## src/rtl/seg_chk_pkg.sv

```systemverilog
package seg_chk_pkg;

    localparam int PERM_W  = 4;
    localparam int PERM_RD = 0;
    localparam int PERM_WR = 1;
    localparam int PERM_R4 = 2;
    localparam int PERM_W4 = 3;

    typedef enum logic [1:0] {
        ACC_READ  = 2'd0,
        ACC_WRITE = 2'd1,
        ACC_EXEC  = 2'd2,
        ACC_RSVD  = 2'd3
    } acc_kind_e;

    typedef enum logic [1:0] {
        FLT_NONE  = 2'd0,
        FLT_GP    = 2'd1,
        FLT_SS    = 2'd2,
        FLT_UNUSD = 2'd3
    } flt_code_e;

    typedef struct packed {
        logic rd_ok;
        logic wr_ok;
        logic exp_dn;
        logic x_only;
    } seg_class_t;

    // Per-type attributes; the whole type field is decoded.
    function automatic seg_class_t classify(input logic [3:0] t);
        seg_class_t c;
        c = '0;
        case (t)
            4'd0, 4'd1:               c.rd_ok = 1'b1;
            4'd2, 4'd3:               begin c.rd_ok = 1'b1; c.wr_ok = 1'b1; end
            4'd4, 4'd5:               begin c.rd_ok = 1'b1; c.exp_dn = 1'b1; end
            4'd6, 4'd7:               begin c.rd_ok = 1'b1; c.wr_ok = 1'b1; c.exp_dn = 1'b1; end
            4'd8, 4'd9, 4'd12, 4'd13: c.x_only = 1'b1;
            default:                  c.rd_ok = 1'b1;
        endcase
        return c;
    endfunction

    function automatic logic kind_permits(input acc_kind_e k, input seg_class_t c);
        case (k)
            ACC_READ:  return c.rd_ok;
            ACC_WRITE: return c.wr_ok;
            ACC_EXEC:  return 1'b1;
            default:   return 1'b0;
        endcase
    endfunction

endpackage

```

## src/rtl/seg_fast_grant.sv

```systemverilog
module seg_fast_grant
    import seg_chk_pkg::*;
#(
    parameter int OFS_W    = 32,
    parameter int FAST_MIN = 7
) (
    input  logic              long_mode,
    input  logic              allowed,
    input  acc_kind_e         kind,
    input  logic              exp_dn,
    input  logic              x_only,
    input  logic [OFS_W-1:0]  limit,
    output logic [PERM_W-1:0] grant
);
    logic lim_wide;
    logic lim_full;
    logic is_wr;

    always_comb begin
        lim_wide = (limit >= OFS_W'(FAST_MIN));
        lim_full = &limit;
        is_wr    = (kind == ACC_WRITE);
        grant    = '0;
        if (long_mode) begin
            grant = '1;
        end else if (allowed && !exp_dn && !x_only && lim_wide) begin
            grant[PERM_RD] = 1'b1;
            grant[PERM_WR] = is_wr;
            grant[PERM_R4] = lim_full;
            grant[PERM_W4] = lim_full && is_wr;
        end
    end
endmodule

```

## config.mk

```make
export PLATFORM = sky130hd
export DESIGN_NAME = seg_fast_grant
export DESIGN_NICKNAME = d
export VERILOG_FILES = /design/src/rtl/seg_chk_pkg.sv /design/src/rtl/seg_fast_grant.sv
export SDC_FILE = /design/constraint.sdc
export NUM_CORES = 1
export LEC_CHECK = 0
export ABC_AREA = 1
export ABC_CLOCK_PERIOD_IN_PS = 900
export BUFFER_PORTS_ARGS = -buffer_cell sky130_fd_sc_hd__buf_2
export CORE_AREA = 8 8 45 47
export DETAILED_ROUTE_END_ITERATION = 8
export DIE_AREA = 0 0 53 55
export PLACE_DENSITY = 0.67
export SLEW_MARGIN = 10
export SYNTH_ARGS = -nofsm -noshare
export SYNTH_HDL_FRONTEND = slang
export SYNTH_SLANG_ARGS = --single-unit
```

## constraint.sdc

```tcl
create_clock -name vclk -period 0.9
set_input_delay 0.18 -clock vclk [all_inputs]
set_output_delay 0.18 -clock vclk [all_outputs]
set_load 0.005 [all_outputs]
```

-- After elaboration in Yosys (flattened, before gate mapping)
Index checks and enable logic that the tools add are counted.
- flip-flop bits (word level): 0
- bits of input ports: 38
- word-level logic and storage cells: 11
- $lt $le $gt $ge: 1
- equality and inequality tests: 1
- multiplexer cells: 2
- reduce and logical (&&, ||, !) cells: 7
- operator list (cell ; count):
    32-bit by 3-bit >= comparator with 1-bit output (second input constant) ; 1
    32-bit AND reduction ; 1
    4-bit 2-to-1 mux ; 2
    1-bit logical AND ; 4
    2-bit by 1-bit equality test with 1-bit output (second input constant) ; 1
    1-bit logical NOT ; 2

-- Longest topological paths before layout
- word-level depth: 6
- gate-level depth with buffers: 8

-- Worst setup path before layout
Ideal clock, no wire load.
- path type: input to output
- from: in limit[1]
- to: out grant[2]
- data arrival time: 0.711 ns
- data required time: 0.720 ns
- slack: 0.009 ns
- stages: 7
- path buffers: 0
- cell sequence: nand2_1 > nor2_1 > nand2_1 > nor2_1 > nand2_1 > nand3b_1 > nand2_1
- longest elaborated chain between the ends: 4
- ends and longest elaborated chain (what ; RTL line ; RTL):
    start, declared ; seg_fast_grant.sv:12 ; input logic [OFS_W-1:0] limit,
    32-bit by 3-bit >= comparator with 1-bit output ; seg_fast_grant.sv:20 ; lim_wide = (limit >= OFS_W'(FAST_MIN));
    1-bit logical AND ; seg_fast_grant.sv:26 ; end else if (allowed && !exp_dn && !x_only && lim_wide) begin
    4-bit 2-to-1 mux * ; seg_fast_grant.sv:26 ;
    4-bit 2-to-1 mux * ; seg_fast_grant.sv:24 ; if (long_mode) begin
    end, declared ; seg_fast_grant.sv:13 ; output logic [PERM_W-1:0] grant
Mark *: on every way between the ends. The rest lies on a longest branch, timed or not.

-- Worst setup path in the final report
- from: in limit[4]
- to: out grant[3]
- longest elaborated chain between the ends: 4
- ends and longest elaborated chain (what ; RTL line):
    32-bit by 3-bit >= comparator with 1-bit output or 32-bit AND reduction (tied branches) ; seg_fast_grant.sv:20, seg_fast_grant.sv:21
    1-bit logical AND, on equally long branches ; seg_fast_grant.sv:26, seg_fast_grant.sv:30
    4-bit 2-to-1 mux * ; seg_fast_grant.sv:26
    4-bit 2-to-1 mux * ; seg_fast_grant.sv:24
Marked as above.

==> flow_summary_export.csv <==
group,metric,value,unit
run_status,status,"finished with violations",
run_status,violations,"negative setup slack",
setup_path,crit_chain,"buf_6 > nand2_1 > nor2_1 > nand2_1 > nor2_1 > nand2_1 > nor2_1 > nand3_1 > nand2_1 > buf_2",
grt,grt_pass1_vias,506,
timing,period_minus_slack,1.16,ns
setup_path,crit_required,0.72,ns
route,detail_route.first_pass.iterations,3,
setup_path,endpoint_kind,"primary output",
grt,antenna_found_initial,0,
die,num_rows,14,
setup_path,crit_path_max_fanout,2,
timing,timing.final.crit_share,128,%
timing,worst_slack,-0.255,ns
synth,synth.net_count,114,
route,wl_per_cell,10.9,um
final_layout,final_cell_mix,"buf_6 (28), nand2_1 (22), nor2_1 (22), buf_2 (14), nand2_2 (8)",
grt,grt_pass1_wl,1.87,mm
setup_path,crit_top_cell,"nand2_1",
route,wl,1.46,mm
final_layout,regArea,0,sq um
die,fp.dieArea,0.00292,sq mm
pwr,worst_ir_drop_vdd,129,uV
final_layout,clkbuf_count,0,
grt,grt_start_max_net_pins,5,
die,core,0.00138,sq mm
grt,gr-usage-all-layers,7.63,%
final_layout,diodes,0,
timing,worst_pin_slew,0.201,ns
final_layout,area_delta_synth_final,141,%
die,ioPinCount,42,
timing,finalHoldViolCount,0,
route,drc,0,
synth,ys_seq_area_share,0,%
place,place_congestion,0.799,
setup_path,cpPeakStageDelay,0.11,ns
place,dp_hpwl,1.12,mm
pwr,power.total,0.267,mW
synth,synthDistinctLibCells,7,
timing,slew_headroom,86.6,%
route,vias,574,
pwr,p_leak,0.384,nW
grt,overflow,0,
final_layout,drive_gt1_share,52.5,%
route,drtIter0Drc,1,
place,placed_cell_area,546,sq um
setup_path,cp_slowest_cell,"nor2_1",
final_layout,postLayoutCoreUtil,55.0,%
route,ant_nets,0,
setup_path,cp-startpoint,"limit[4]",
timing,rsz0062_at_grt,"true",
timing,clock.fmax,866,MHz
timing,setup-violations-final,4,
setup_path,crit_arrival,0.98,ns
die,die_x,53,um
setup_path,path_delay_family,"simple AND/OR/NAND/NOR gates",
synth,syn_avg_cell_area,4.15,sq um
setup_path,worstSetupPathType,"primary input to primary output",
final_layout,final_common_cell,"buf_6",
timing,slew_viol_final,0,
route,viasPerCell,4.28,
final_layout,multi_input_area,318,sq um
synth,synth_warnings,0,
setup_path,critPathBufInv,2,
place,dp_slack,-0.284,ns
die,die_h,55,um
synth,syn_inst,76,
place,port-buffer-count,42,
final_layout,fillers,145,
final_layout,nets,158,
min_path,hold_class,"primary input to primary output",
setup_path,startpoint_type,"primary input",
run,drv_cap,0,
min_path,hold_path_startpoint,"long_mode",
die,initial_core_util,22.8,%
final_layout,postLayoutCellArea,761,sq um
synth,synth_area,315,sq um
final_layout,seq_cells,0,
pwr,power.density,351,mW/mm^2
-- metrics by stage --
step / setup TNS, ns / std cells / hold WS, ns
after global routing: -1.40 / 134 / 0.699
after detailed placement: -1.09 / 134 / 0.651
after CTS: -1.09 / 134 / 0.653
final: -0.984 / 134 / 0.651
after floorplan: 0 / 76 / 0.475
after global placement: -1.01 / 134 / 0.653
-- final timing paths --
path / slack, ns / cells after the start / to
setup / recovery: -0.26 / 10 / grant[3]
hold / removal: 0.65 / 4 / grant[3]
-- final cells by class --
cell class | count | share of cell area (%)
multi-input combinational | 66 | 41.8
inverter | 10 | 4.93
tap | 16 | 2.63
timing repair buffer | 42 | 50.7
-- worst min-delay path, stage by stage --
cell	delay [ns]
buf_2	0.07
inv_1	0.06
nand2_1	0.06
buf_2	0.10
-- layer usage --
| metal | vias to the layer above | wire length [um] | global-route usage (%) |
|---|---|---|---|
| li1 | 314 | - | - |
| met1 | 235 | 623 | 9.05 |
| met2 | 25 | 741 | 14.1 |
| met3 | 0 | 96 | 2.14 |
| met4 | 0 | 0 | 0 |
| met5 | - | 0 | 0 |
-- power by group --
part           total [mW]  leakage (nW)  switching (mW)  internal, mW
logic               0.267         0.384          0.0938         0.173
clock network           0             0               0             0
registers               0             0               0             0
total               0.267         0.384          0.0938         0.173
-- synthesized netlist by cell type (all sizes together) --
cell	count	area [sq um]
nand2	30	113
nand3b	1	7.51
nor2	28	105
nand3	3	15.0
inv	10	37.5
nand4	3	18.8
nor3b	1	18.8
-- kinds of logic after synthesis --
group | after synthesis | share of synthesized area (%)
buf+inv | 10 | 11.9
simple gates | 66 | 88.1
-- what timing repair did --
| action | in CTS | in global routing |
|---|---|---|
| setup endpoints to repair | 4 | 4 |
| endpoints found under the hold margin | 0 | 0 |
| hold buffers | 0 | 0 |
| buffers inserted | 0 | 0 |
| pin swaps | 6 | 32 |
| resized for setup | 8 | 39 |
Note: power is estimated with default switching activity, not from simulation.
